`config.mk`:
```
export PLATFORM = sky130hd
export DESIGN_NAME = dac_frame_host
export DESIGN_NICKNAME = d
export VERILOG_FILES = /design/src/rtl/dfh_pkg.sv /design/src/rtl/dfh_tick.sv /design/src/rtl/dfh_frame.sv /design/src/rtl/dfh_rstgen.sv /design/src/rtl/dac_frame_host.sv
export SDC_FILE = /design/constraint.sdc
export NUM_CORES = 1
export LEC_CHECK = 0
export ABC_AREA = 0
export BUFFER_PORTS_ARGS = -buffer_cell sky130_fd_sc_hd__buf_4
export CORE_MARGIN = 5
export CORE_UTILIZATION = 57
export CTS_CLUSTER_SIZE = 14
export DETAILED_ROUTE_END_ITERATION = 7
export PLACE_DENSITY = 0.79
export SLEW_MARGIN = 15
export SYNTH_ARGS = -nofsm -noshare
export SYNTH_HDL_FRONTEND = slang
export SYNTH_HIERARCHICAL = 1
export SYNTH_SLANG_ARGS = --single-unit
```
`constraint.sdc`:
```
create_clock -name clk -period 3.74 [get_ports clk]
set_input_delay 0.374 -clock clk [delete_from_list [all_inputs] [get_ports clk]]
set_output_delay 0.374 -clock clk [all_outputs]
set_load 0.05 [all_outputs]
```
`src/rtl/dfh_pkg.sv`:
```
package dfh_pkg;
   localparam int CHAN_W = 2;

   typedef enum logic [2:0] {
      ST_IDLE,
      ST_SETUP,
      ST_CLKLO,
      ST_CLKHI,
      ST_CSUP,
      ST_LOAD
   } seq_st_t;
endpackage

```
`src/rtl/dfh_tick.sv`:
```
module dfh_tick #(
   parameter int CNT_W = 8
) (
   input  logic             clk,
   input  logic             rst_n,
   input  logic             clr,
   input  logic [CNT_W-1:0] lim,
   output logic             last
);
   logic [CNT_W-1:0] cnt;

   assign last = (cnt == lim);

   always_ff @(posedge clk) begin
      if (!rst_n)
         cnt <= '0;
      else if (clr || last)
         cnt <= '0;
      else
         cnt <= cnt + 1'b1;
   end

   AST_CNT_IN_RANGE: assert property (@(posedge clk) disable iff (!rst_n)
      !clr |-> cnt <= lim)
      else $error("phase counter beyond limit");
endmodule

```
`src/rtl/dfh_frame.sv`:
```
module dfh_frame #(
   parameter int CHAN_W = 2,
   parameter int PAD_W  = 2,
   parameter int CODE_W = 12
) (
   input  logic              clk,
   input  logic              rst_n,
   input  logic              load,
   input  logic              shift,
   input  logic [CHAN_W-1:0] chan,
   input  logic [CODE_W-1:0] code,
   output logic              msb
);
   localparam int FRAME_W = CHAN_W + PAD_W + CODE_W;

   logic [FRAME_W-1:0] word;
   logic [FRAME_W-1:0] sr;

   generate
      if (PAD_W > 0) begin : g_pad
         assign word = {chan, {PAD_W{1'b0}}, code};
      end else begin : g_nopad
         assign word = {chan, code};
      end
   endgenerate

   always_ff @(posedge clk) begin
      if (!rst_n)
         sr <= '0;
      else if (load)
         sr <= word;
      else if (shift)
         sr <= {sr[FRAME_W-2:0], 1'b0};
   end

   assign msb = sr[FRAME_W-1];

   AST_NO_LOAD_AND_SHIFT: assert property (@(posedge clk) disable iff (!rst_n)
      !(load && shift))
      else $error("frame load and shift together");
endmodule

```
`src/rtl/dfh_rstgen.sv`:
```
module dfh_rstgen #(
   parameter int RST_CYC = 4
) (
   input  logic clk,
   input  logic rst_n,
   input  logic req,
   input  logic level,
   output logic reset_n,
   output logic rstsel
);
   localparam int CW = $clog2(RST_CYC + 1);

   logic [CW-1:0] cnt;
   logic [CW-1:0] cnt_nx;

   always_comb begin
      cnt_nx = cnt;
      if (cnt != '0)
         cnt_nx = cnt - 1'b1;
      else if (req)
         cnt_nx = CW'(RST_CYC);
   end

   always_ff @(posedge clk) begin
      if (!rst_n) begin
         cnt     <= '0;
         reset_n <= 1'b1;
         rstsel  <= 1'b0;
      end else begin
         cnt     <= cnt_nx;
         reset_n <= (cnt_nx == '0);
         if (cnt == '0)
            rstsel <= level;
      end
   end

   AST_RSTSEL_HELD: assert property (@(posedge clk) disable iff (!rst_n)
      (!reset_n && !$past(reset_n)) |-> $stable(rstsel))
      else $error("reset select moved during pulse");
   AST_RST_FALL_FROM_REQ: assert property (@(posedge clk) disable iff (!rst_n)
      $fell(reset_n) |-> $past(req))
      else $error("reset pulse without request");
endmodule

```
`src/rtl/dac_frame_host.sv`:
```
module dac_frame_host
   import dfh_pkg::*;
#(
   parameter int DIV_W    = 8,
   parameter int CODE_W   = 12,
   parameter int PAD_W    = 2,
   parameter int LOAD_CYC = 2,
   parameter int RST_CYC  = 4
) (
   input  logic              clk,
   input  logic              rst_n,
   input  logic [DIV_W-1:0]  cfg_half,
   input  logic              req_valid,
   input  logic [CHAN_W-1:0] req_chan,
   input  logic [CODE_W-1:0] req_code,
   input  logic              rst_req,
   input  logic              rst_level_sel,
   output logic              busy,
   output logic              done,
   output logic              dac_cs_n,
   output logic              dac_sclk,
   output logic              dac_sdi,
   output logic              dac_load_n,
   output logic              dac_reset_n,
   output logic              dac_rstsel
);
   localparam int FRAME_W = CHAN_W + PAD_W + CODE_W;
   localparam int BIT_W   = $clog2(FRAME_W);
   localparam int LW      = $clog2(LOAD_CYC + 1);
   localparam int CNT_W   = (DIV_W > LW) ? DIV_W : LW;

   generate
      if (LOAD_CYC < 2) begin : g_bad_load
         $error("LOAD_CYC must be at least 2");
      end
      if (RST_CYC < 1) begin : g_bad_rst
         $error("RST_CYC must be at least 1");
      end
      if (DIV_W < 1 || CODE_W < 1 || PAD_W < 0) begin : g_bad_width
         $error("bad width parameter");
      end
   endgenerate

   seq_st_t          state;
   logic [BIT_W-1:0] bit_cnt;
   logic [CNT_W-1:0] half_lim;
   logic [CNT_W-1:0] lim;
   logic             last;
   logic             accept;
   logic             shift;

   assign accept = (state == ST_IDLE) && req_valid;
   assign shift  = (state == ST_CLKHI) && last && (bit_cnt != BIT_W'(FRAME_W - 1));
   assign lim    = (state == ST_LOAD) ? CNT_W'(LOAD_CYC - 1) : half_lim;
   assign busy   = (state != ST_IDLE);

   dfh_tick #(.CNT_W(CNT_W)) u_tick (
      .clk   (clk),
      .rst_n (rst_n),
      .clr   (state == ST_IDLE),
      .lim   (lim),
      .last  (last)
   );

   dfh_frame #(.CHAN_W(CHAN_W), .PAD_W(PAD_W), .CODE_W(CODE_W)) u_frame (
      .clk   (clk),
      .rst_n (rst_n),
      .load  (accept),
      .shift (shift),
      .chan  (req_chan),
      .code  (req_code),
      .msb   (dac_sdi)
   );

   dfh_rstgen #(.RST_CYC(RST_CYC)) u_rst (
      .clk     (clk),
      .rst_n   (rst_n),
      .req     (rst_req),
      .level   (rst_level_sel),
      .reset_n (dac_reset_n),
      .rstsel  (dac_rstsel)
   );

   always_ff @(posedge clk) begin
      if (!rst_n) begin
         state      <= ST_IDLE;
         bit_cnt    <= '0;
         half_lim   <= '0;
         dac_cs_n   <= 1'b1;
         dac_sclk   <= 1'b1;
         dac_load_n <= 1'b1;
         done       <= 1'b0;
      end else begin
         done <= 1'b0;
         case (state)
            ST_IDLE: begin
               if (req_valid) begin
                  state    <= ST_SETUP;
                  dac_cs_n <= 1'b0;
                  bit_cnt  <= '0;
                  half_lim <= (cfg_half == '0) ? '0 : CNT_W'(cfg_half - 1'b1);
               end
            end
            ST_SETUP: begin
               if (last) begin
                  dac_sclk <= 1'b0;
                  state    <= ST_CLKLO;
               end
            end
            ST_CLKLO: begin
               if (last) begin
                  dac_sclk <= 1'b1;
                  state    <= ST_CLKHI;
               end
            end
            ST_CLKHI: begin
               if (last) begin
                  if (bit_cnt == BIT_W'(FRAME_W - 1)) begin
                     dac_cs_n <= 1'b1;
                     state    <= ST_CSUP;
                  end else begin
                     dac_sclk <= 1'b0;
                     bit_cnt  <= bit_cnt + 1'b1;
                     state    <= ST_CLKLO;
                  end
               end
            end
            ST_CSUP: begin
               if (last) begin
                  dac_load_n <= 1'b0;
                  state      <= ST_LOAD;
               end
            end
            ST_LOAD: begin
               if (last) begin
                  dac_load_n <= 1'b1;
                  done       <= 1'b1;
                  state      <= ST_IDLE;
               end
            end
            default: state <= ST_IDLE;
         endcase
      end
   end

   AST_CS_RISE_CLK_HIGH: assert property (@(posedge clk) disable iff (!rst_n)
      $rose(dac_cs_n) |-> (dac_sclk && $past(dac_sclk)))
      else $error("chip-select rose with clock low");
   AST_NO_SHIFT_IN_LOAD: assert property (@(posedge clk) disable iff (!rst_n)
      !dac_load_n |-> (dac_cs_n && dac_sclk && $past(dac_cs_n) && $past(dac_sclk)))
      else $error("shift possible during load");
   AST_IDLE_BUS: assert property (@(posedge clk) disable iff (!rst_n)
      !busy |-> (dac_cs_n && dac_sclk && dac_load_n))
      else $error("bus not idle while not busy");
   AST_SDI_CLK_LOW: assert property (@(posedge clk) disable iff (!rst_n)
      (!dac_cs_n && !$past(dac_cs_n) && (dac_sdi != $past(dac_sdi))) |-> !dac_sclk)
      else $error("data moved with clock high");
   AST_LOAD_MIN_WIDTH: assert property (@(posedge clk) disable iff (!rst_n)
      $rose(dac_load_n) |-> !$past(dac_load_n, 2))
      else $error("load pulse too short");
   AST_DONE_AT_LOAD_END: assert property (@(posedge clk) disable iff (!rst_n)
      done |-> (dac_load_n && !$past(dac_load_n)))
      else $error("done not at end of load");
   AST_DONE_ONE_CYCLE: assert property (@(posedge clk) disable iff (!rst_n)
      done |=> !done)
      else $error("done longer than one cycle");
   AST_HALF_HELD: assert property (@(posedge clk) disable iff (!rst_n)
      (busy && $past(busy)) |-> $stable(half_lim))
      else $error("half-period changed mid-frame");
endmodule

```
==> reports/results.txt <==
# rows = 24
Routed wire per std cell = 12.7 um
Final GP Congestion = 0.811
Seq/Total Area, Yosys = 38.5%
placed cell areas = 2760 um^2
vias in the first global route = 1811
Layout Nets = 326
number of H-tree levels = 2
slack of the worst reg-to-reg path = 580 ps
# fillers = 346
iteration count of the initial detailed-routing pass = 4
n_diodes = 0
# port buffers = 34
Primary FF master, synth = dfxtp_1
Power Internal = 990 uW
Post-CTS Hold Buffers = 0
WL final = 4380 um
Req. time, crit path = 3930 ps
critical path fanouts, max = 18
Synth Instances = 262
initial antenna violation count = 0
Final HPWL DP = 3190 um
multi-input logic area = 1410 um^2
Highest Clock Rate = 316 MHz
Logic pwr share = 32.5%
fin crit period = 3160 ps
fraction of layout cells with a size suffix above 1 = 23.1%
FF+latch count, synth = 48
Final Max Tran Viols = 0
# setup viols final = 0
dpl cells = 338
number of enable flip-flop cells after synthesis = 0
largest stage delay on the critical path = 490 ps
die height = 76.2 um
Lkg Pwr = 1.29 nW
register area = 961 um^2
number of top-level pins = 35
post-CTS setup buffers = 0
sequential share of power = 42.6%
CTS clk-pin slew, worst paths = 90 ps
pwr/cell area = 514 nW/um^2
drt first-iter violations = 91
Sink Count = 48
Layout area overhead = 15.0%
PnR worst setup slack = 580 ps
crit-path cells = nor2b_1 > nand2_1 > and2_1 > xor2_1 > nor4_4 > buf_4 > and2_1 > nand4b_1 > nor2_1 > buf_4 > mux2_2 > o211a_1
Tightest Hold Check Type = input pin to flip-flop
post-synthesis async set-or-reset flop share = 0%
DRC Markers = 0
Worst slew margin = 48.1%
pin count of the biggest net entering global routing = 39
setup TNS = 0 ps
synth unique cells = 51
switching portion of total power = 32.9%
Place WS = 660 ps
critical path type = flip-flop to flip-flop
Antenna Violating Nets Remaining = 0
Post-Syn Nets = 295
Mean Syn Cell Area = 9.52 um^2
grt total ovfl = 0
final instance area = 2870 um^2
post-cts sizing count = 0
Starting Density = 58.1%
Peak VDD IR = 0.405 mV
CTS tree = built
Worst Max-Slew Pin Slew = 777 ps
Clk pwr share = 24.9%
RSZ-0062 raised after global routing = no
final hold viol count = 0
commonest non-fill, non-tap cell in the layout = dfxtp_1
MaxCap Viol Count = 0
Startpoint Class = flip-flop
Global Route Usage Sum = 15.7%
Root Buffer = clkbuf_8
commonest cells after routing, fill and taps aside = dfxtp_1 (48), buf_4 (38), nand2_1 (17), nand2b_1 (16), xor2_1 (15)
CTS Buf Count = 5
post-synthesis cell area = 2490 um^2
Final period util = 84.5%
core footprint = 4290 um^2
slowest CP cell = dfxtp_1
P_sw = 486 uW
vias = 1890
clk buf depth = 2
Worst EP arrival = 3350 ps
clock latency on the worst-skew pair = 300 ps
hold_ws = 313 ps
Post-Layout Cell Count = 346
YS warnings = 6
Design Power = 1.48 mW
die area = 5800 um^2
Post-Route Skew = 11.8 ps
Via density = 5.46
Die X = 76.2 um
Util after Layout = 66.8%
CP Capture Type = flip-flop
first-pass GRT wire length = 7780 um
status = finished clean
final timing paths:
kind                             from                         end  cells after the start
max             state[2]$_SDFFE_PN0P_  u_frame/sr[7]$_SDFFE_PN0P_                     12
min                       req_code[0]  u_frame/sr[0]$_SDFFE_PN0P_                      3
max reg2reg     state[2]$_SDFFE_PN0P_  u_frame/sr[7]$_SDFFE_PN0P_                     12
min reg2reg  half_lim[7]$_SDFFE_PN0P_    half_lim[7]$_SDFFE_PN0P_                      2
metal layers:
layer	GRT usage [%]	vias to the layer above	share of wire, %
li1	-	985	-
met2	26.4	26	49
met5	0	-	0
met1	19.0	874	46
met4	5.07	0	1.3
met3	4.61	5	4.2
cells in the mapped netlist, types with 2 or more instances:
| master | n | area share, % |
|---|---|---|
| mux2_2 | 13 | 5.9 |
| nor3_1 | 6 | 1.2 |
| a211oi_1 | 5 | 1.5 |
| buf_6 | 2 | 0.90 |
| ha_1 | 6 | 3.0 |
| nand2b_1 | 16 | 4.0 |
| mux2i_1 | 2 | 0.80 |
| clkbuf_1 | 6 | 0.90 |
| buf_1 | 2 | 0.30 |
| o21ai_1 | 3 | 0.60 |
| and2_1 | 8 | 2.0 |
| buf_2 | 3 | 0.60 |
| or3_1 | 2 | 0.50 |
| dfxtp_1 | 48 | 39 |
| a221oi_1 | 2 | 0.70 |
| nor4_4 | 2 | 1.7 |
| nor2b_1 | 7 | 1.8 |
| nor3b_1 | 3 | 0.90 |
| a21boi_0 | 3 | 0.90 |
| inv_1 | 11 | 1.7 |
| nand3_1 | 10 | 2.0 |
| a21oi_1 | 3 | 0.60 |
| o21ai_0 | 6 | 1.2 |
| nand2_1 | 17 | 2.6 |
| o211a_1 | 14 | 5.6 |
| nor2_1 | 13 | 2.0 |
| nand2_2 | 2 | 0.50 |
| xnor2_1 | 5 | 1.8 |
| o21a_1 | 2 | 0.60 |
| xor2_1 | 15 | 5.3 |
| a22oi_1 | 5 | 1.5 |
area by class of cell:
class                   count  share of cell area, %
clock buffers               6                   2.53
clock inverters             2                   1.22
inverters                  11                   1.44
multi-input cells         189                   49.1
flip-flops and latches     48                   33.5
well taps                  52                   2.27
repair buffers             38                   9.94
worst max-delay path: cells and delay by family (launching register included):
kind,cells,cell delay (ps)
xor+xnor,1,160
simple gates,7,1360
flops,1,490
buf+inv,2,460
compound gates,1,210
mux,1,370
flip-flops by register name, summed over array words and instances, names as in the netlist, 3 cells and up:
signal,count
bit_cnt,4
half_lim,8
state,3
u_frame/sr,16
u_rst/cnt,3
u_tick/cnt,8
power by group through the flow:
stage | clock network [mW] | registers [mW] | logic, mW
finish | 0.368 | 0.628 | 0.480
global placement | 0 | 0.637 | 0.472
global route | 0.404 | 0.637 | 0.535
detailed placement | 0 | 0.639 | 0.481
floorplan | 0 | 0.671 | 0.328
CTS | 0.380 | 0.628 | 0.483
cell families after synthesis:
group                    after synthesis  share of synthesized area [%]
AO/OA/AOI/OAI                         51                           16.7
XOR/XNOR                              20                           7.02
adder cells (fa/ha/maj)                6                           3.01
buffers and inverters                 25                           4.96
flip-flops                            48                           38.5
multiplexers                          16                           7.27
AND/OR/NAND/NOR                       96                           22.6
(Power assumes the default switching activity.)
